<file path="config.mk">
export PLATFORM = sky130hd
export DESIGN_NAME = bcd_gated_counter
export DESIGN_NICKNAME = d
export VERILOG_FILES = /design/src/rtl/bcd_cnt_pkg.sv /design/src/rtl/bcd_lsb_stage.sv /design/src/rtl/bcd_upper_stage.sv /design/src/rtl/bcd_trigger.sv /design/src/rtl/bcd_gated_counter.sv
export SDC_FILE = /design/constraint.sdc
export NUM_CORES = 1
export LEC_CHECK = 0
export BUFFER_PORTS_ARGS = -buffer_cell sky130_fd_sc_hd__buf_2
export CAP_MARGIN = 25
export CELL_PAD_IN_SITES_DETAIL_PLACEMENT = 0
export CELL_PAD_IN_SITES_GLOBAL_PLACEMENT = 1
export CORE_AREA = 2 2 39 41
export CTS_BUF_LIST = sky130_fd_sc_hd__clkbuf_8
export DETAILED_ROUTE_END_ITERATION = 16
export DIE_AREA = 0 0 41 43
export PLACE_DENSITY_LB_ADDON = 0.1
export SLEW_MARGIN = 10
export SYNTH_ARGS = -nofsm -noshare
export SYNTH_HDL_FRONTEND = slang
export SYNTH_HIERARCHICAL = 1
export SYNTH_SLANG_ARGS = --single-unit
export TNS_END_PERCENT = 1
</file>
<file path="constraint.sdc">
create_clock -name clk -period 2.15 [get_ports clk]
set_input_delay 0.1075 -clock clk [delete_from_list [all_inputs] [get_ports clk]]
set_output_delay 0.1075 -clock clk [all_outputs]
set_load 0.03 [all_outputs]
</file>
<file path="src/rtl/bcd_cnt_pkg.sv">
package bcd_cnt_pkg;

    localparam int DIGIT_W = 4;
    localparam int UPPER_W = DIGIT_W - 1;
    localparam logic [DIGIT_W-1:0] DIGIT_LAST = DIGIT_W'(9);
    localparam logic [DIGIT_W-1:0] DIGIT_ZERO = '0;

    // Digit split into the always-clocked bit and the enabled upper bits.
    typedef struct packed {
        logic [UPPER_W-1:0] upper;
        logic               lsb;
    } digit_t;

    // Next upper bits, valid only when the lsb is 1 before the edge.
    // States with lsb = 0 never load, so they are treated as don't-care.
    // u[0] is weight 2, u[1] weight 4, u[2] weight 8.
    function automatic logic [UPPER_W-1:0] upper_advance(input logic [UPPER_W-1:0] u);
        logic [UPPER_W-1:0] n;
        n[0] = ~u[0] & ~u[2];
        n[1] = u[1] ^ u[0];
        n[2] = u[1] & u[0];
        return n;
    endfunction

endpackage

</file>
<file path="src/rtl/bcd_lsb_stage.sv">
module bcd_lsb_stage (
    input  logic clk,
    input  logic rst,
    input  logic step,
    output logic lsb_q
);
    always_ff @(posedge clk) begin
        if (rst)
            lsb_q <= 1'b0;
        else if (step)
            lsb_q <= ~lsb_q;
    end
endmodule

</file>
<file path="src/rtl/bcd_upper_stage.sv">
module bcd_upper_stage
    import bcd_cnt_pkg::*;
(
    input  logic               clk,
    input  logic               rst,
    input  logic               load,
    output logic [UPPER_W-1:0] upper_q
);
    logic [UPPER_W-1:0] upper_next;

    always_comb upper_next = upper_advance(upper_q);

    always_ff @(posedge clk) begin
        if (rst)
            upper_q <= '0;
        else if (load)
            upper_q <= upper_next;
    end
endmodule

</file>
<file path="src/rtl/bcd_trigger.sv">
module bcd_trigger
    import bcd_cnt_pkg::*;
(
    input  logic   rst,
    input  logic   count_en,
    input  digit_t cur,
    output logic   upper_load,
    output logic   wrap_pulse
);
    // Derived trigger: an enabled edge with lsb = 1 is a falling lsb edge.
    always_comb begin
        upper_load = count_en & cur.lsb;
        wrap_pulse = ~rst & count_en & ({cur.upper, cur.lsb} == DIGIT_LAST);
    end
endmodule

</file>
<file path="src/rtl/bcd_gated_counter.sv">
module bcd_gated_counter
    import bcd_cnt_pkg::*;
(
    input  logic               clk,
    input  logic               rst,
    input  logic               count_en,
    output logic [DIGIT_W-1:0] count,
    output logic               carry
);
    digit_t digit;
    logic   upper_load;

    bcd_lsb_stage i_lsb (
        .clk   (clk),
        .rst   (rst),
        .step  (count_en),
        .lsb_q (digit.lsb)
    );

    bcd_upper_stage i_upper (
        .clk     (clk),
        .rst     (rst),
        .load    (upper_load),
        .upper_q (digit.upper)
    );

    bcd_trigger i_trig (
        .rst        (rst),
        .count_en   (count_en),
        .cur        (digit),
        .upper_load (upper_load),
        .wrap_pulse (carry)
    );

    assign count = {digit.upper, digit.lsb};
endmodule

</file>
# After elaboration in Yosys (flattened, before gate mapping)

Cells that the tools add are included.

Register bits after elaboration: 4
Output and inout port bits: 5

Equal/unequal tests: 1
Bitwise gates (word level): 10

Operators by type and width:

| operator                                   | number |
|---|---|
| 1-bit AND                                  | 5 |
| 4-bit equality test, second input constant | 1 |
| 1-bit NOT                                  | 4 |
| 1-bit XOR                                  | 1 |

# Logic depth before layout (Yosys ltp)

Depth after elaboration: 3
Gate-level depth with buffers: 3
Mapped depth without buffers: 3

# Hierarchy

Netlist, hierarchy kept.

Modules (own cells, without submodules):

| module          | instances | cells each | area each (sq um) | sequential area each (sq um) |
|---|---|---|---|---|
| bcd_upper_stage | 1         | 11         | 123.9             | 60.1 |
| bcd_lsb_stage   | 1         | 3          | 32.5              | 20.0 |
| bcd_trigger     | 1         | 3          | 25.0              | 0.0 |

# Worst setup path before layout

OpenSTA, ideal clock, no wires.

Path kind: register to register
Start: register i_lsb.lsb_q
End: register i_upper.upper_q[0]
Arrival: 1.260 ns
Slack: 0.824 ns
Cell stages (with the launch flop): 4
Clock period less this slack: 1.326 ns
Cells stage by stage: dfxtp_1 > and2_1 > or3b_1 > a21oi_2

Word-level cells in the longest chain between the ends: 1

RTL lines:

| item                   | line                    | source |
|---|---|---|
| from (decl)            | bcd_lsb_stage.sv:5      | `output logic lsb_q` |
| from (signal assigned) | bcd_lsb_stage.sv:11     | `lsb_q <= ~lsb_q;` |
| 1-bit AND              | bcd_trigger.sv:12       | `upper_load = count_en & cur.lsb;` |
| named net upper_load   | bcd_gated_counter.sv:11 | `logic upper_load;` |
| to (signal assigned)   | bcd_upper_stage.sv:17   | `upper_q <= upper_next;` |
| to (decl)              | bcd_upper_stage.sv:7    | `output logic [UPPER_W-1:0] upper_q` |

The timed path passes the listed nets, and every way through them passes these cells.
A chain may end at the register's enable or synchronous reset.

# Final worst setup path

Same ends and word-level chain as after synthesis.

==> flow_metrics.env <==
export IMPL_place_gp_congestion=0.590
export IMPL_clock_latency_ns=0.21
export IMPL_path_cells="and2_1 -> or3b_1 -> a21oi_2"
export IMPL_synth_area_leaders="dfxtp_1, mux2i_1, ha_1"
export IMPL_power_frac_seq=0.316
export IMPL_cp_depth=3
export IMPL_max_slew_margin=0.882
export IMPL_grt_pass1_vias=168
export IMPL_path_max_fanout=4
export IMPL_first_pass_iters=2
export IMPL_cp_required_ns=2.30
export IMPL_peakVddDrop_mv=0.251
export IMPL_p_clk_frac=0.585
export IMPL_status="finished, final reports clean"
export IMPL_crit_start="i_lsb/lsb_q"
export IMPL_port_buffers=7
export IMPL_r2r_setup_slack_ns=0.97
export IMPL_ff2ff_path_depth=3
export IMPL_setup_ws_ns=0.970
export IMPL_fill_cells=158
export IMPL_swShare=0.205
export IMPL_p_int_uw=208
export IMPL_initial_utilization=0.131
export IMPL_antenna_found_initial=0
export IMPL_p_total_uw=262
export IMPL_p_switching_uw=53.6
export IMPL_seq_area_frac_synth=0.441
export IMPL_post_cts_resized=0
export IMPL_postCtsSetupBuffers=0
export IMPL_crit_path_max_incr_delay_ns=0.38
export IMPL_grt_max_degree=6
export IMPL_drv_slew=0
export IMPL_syn_area_per_cell_sq_um=10.7
export IMPL_multi_input_area_sq_um=101
export IMPL_cts_htree_levels=1
export IMPL_syn_nets=21
export IMPL_yosys_warnings=6
export IMPL_grt_pass1_wl_um=662
export IMPL_avgViaCountPerCell=3.63
export IMPL_dpl_hpwl_um=326
export IMPL_synthesis_area_sq_um=181
export IMPL_dieWidth_um=41
export IMPL_cpMaxStageDelayCell="or3b_1"
export IMPL_crit_type="reg -> reg"
export IMPL_holdCritStartpoint="rst"
export IMPL_final_common_cell="buf_2"
export IMPL_register_area_sq_um=80.1
export IMPL_hold_depth=2
export IMPL_finalClockSkew_ns=0.0000943
export IMPL_cts_root_buf="clkbuf_8"
export IMPL_final_nets=33
export IMPL_postCtsHoldBufs=0
export IMPL_hp_class="in -> reg"
export IMPL_drt_initial_drc_count=1
export IMPL_maxCapViolCount=0
export IMPL_rr_endpoint="i_upper/upper_q[0]"
export IMPL_ys_seq_elements=4
export IMPL_synth_top_area_frac=0.441
export IMPL_clkSlewWorstSetupHoldPaths_ns=0.03
export IMPL_grt_use_total=0.0611
export IMPL_rows=14
export IMPL_ys_types=11
export IMPL_num_vias=156
export IMPL_power_frac_comb=0.098
export IMPL_cts_sinks=4
export IMPL_cp_end_kind="flop"
export IMPL_synth_cells=17
export IMPL_wl_per_cell_um=9.42
export IMPL_drc=0
export IMPL_grt_setup_unrepaired="false"
export IMPL_routed_wl_um=405
export IMPL_crit_buf_inv=0
export IMPL_setup_tns_ns=0
export IMPL_clk_path_buf_depth=2
export IMPL_dieArea_sq_um=1760
export IMPL_dp_slack_ns=0.966
export IMPL_finalHoldViolCount=0
export IMPL_final_layout_size_suffix_gt1_frac=0.444
export IMPL_finalCriticalPeriod_ns=1.18
export IMPL_cts_tree="built"
export IMPL_crit_arrival_ns=1.33
export IMPL_grt_overflow=0
export IMPL_max_freq_mhz=848
export IMPL_syn_to_final_growth_pct=53.1
export IMPL_p_leak_nw=0.127
export IMPL_power_density_nw_per_um2=942
export IMPL_start_kind="flop"
export IMPL_drtAntennaViolNets=0
export IMPL_final_cell_mix="buf_2, dfxtp_1, clkbuf_8, nor2_1, mux2i_1"
export IMPL_period_share=0.549
export IMPL_cts_buffers=3
export IMPL_critical_path_top_delay_family="simple AND/OR/NAND/NOR gates"
export IMPL_diodes=0
export IMPL_setup_viol=0
export IMPL_utilization=0.201
export IMPL_tightest_slew_ns=0.176
export IMPL_fp_dieH_um=43
export IMPL_hold_end="i_upper/upper_q[0]"
export IMPL_core_area_sq_um=1380
export IMPL_r2r_start="i_lsb/lsb_q"
export IMPL_yosysTopAreaCell="dfxtp_1"
export IMPL_ios=8
==> cell families (layout without fill, tap and decap cells) <==
group / after synthesis / in the layout / synth area share
flops: 4 / 4 / 0.441
compound gates: 1 / 1 / 0.0483
buf+inv: 0 / 10 / 0
fa+ha+maj: 1 / 1 / 0.0690
simple gates: 8 / 8 / 0.283
xor+xnor: 1 / 1 / 0.0483
mux: 2 / 2 / 0.110
==> sequential cells by signal, summed over array words and instances, names as in the netlist <==
signal           cells
i_lsb/lsb_q          1
i_upper/upper_q      3
==> power by group through the flow <==
| stage | combinational [mW] | clock [mW] | sequential (mW) |
|---|---|---|---|
| after floorplan | 0.0103 | 0 | 0.0905 |
| after global placement | 0.0262 | 0 | 0.0836 |
| after detailed placement | 0.0262 | 0 | 0.0838 |
| after CTS | 0.0263 | 0.157 | 0.0828 |
| after global routing | 0.0281 | 0.161 | 0.0837 |
| final | 0.0257 | 0.153 | 0.0828 |
==> layer usage <==
metal | global-route usage | share of wire | wire length [um] | up-vias
met5 | 0 | 0 | 0 | -
met4 | 0.0600 | 0.012 | 5 | 0
met1 | 0.0767 | 0.49 | 197 | 69
li1 | - | - | - | 81
met2 | 0.0688 | 0.43 | 173 | 4
met3 | 0.0314 | 0.069 | 28 | 2
==> worst register-to-register path, stage by stage, from the launching register on <==
cell and delay (ns):
dfxtp_1 0.37, and2_1 0.24, or3b_1 0.38, a21oi_2 0.13
==> through the flow <==
| step | hold slack (ns) | instances | instance area, sq um |
|---|---|---|---|
| 3_5_place_dp | 0.341 | 40 | 236 |
| 3_3_place_gp | 0.345 | 40 | 236 |
| 6_report | 0.114 | 43 | 278 |
| 2_1_floorplan | 0.170 | 17 | 181 |
| 4_1_cts | 0.119 | 43 | 278 |
| 5_1_grt | 0.129 | 43 | 278 |
==> cell type report <==
type                       count  area share
timing repair buffer           7       0.126
clock buffer                   3       0.149
multi-input combinational     13       0.365
tap                           16      0.0721
sequential                     4       0.288
==> Yosys cell counts <==
library cell	n
and2_1	1
xnor2_1	1
nor3_2	1
a21oi_2	1
nand2b_1	1
nor2_1	3
mux2i_1	2
nand4b_1	1
dfxtp_1	4
or3b_1	1
ha_1	1
==> how the worst max path moves through the flow <==
| stage | to | slack [ns] |
|---|---|---|
| 3_5_place_dp | i_upper/upper_q[0] | 0.97 |
| 3_3_place_gp | i_upper/upper_q[0] | 0.98 |
| 2_1_floorplan | i_upper/upper_q[0] | 0.82 |
| 5_1_grt | carry | 0.90 |
| 4_1_cts | i_upper/upper_q[0] | 0.96 |
| 6_report | i_upper/upper_q[0] | 0.97 |
Power figures use the tool's default switching activity.
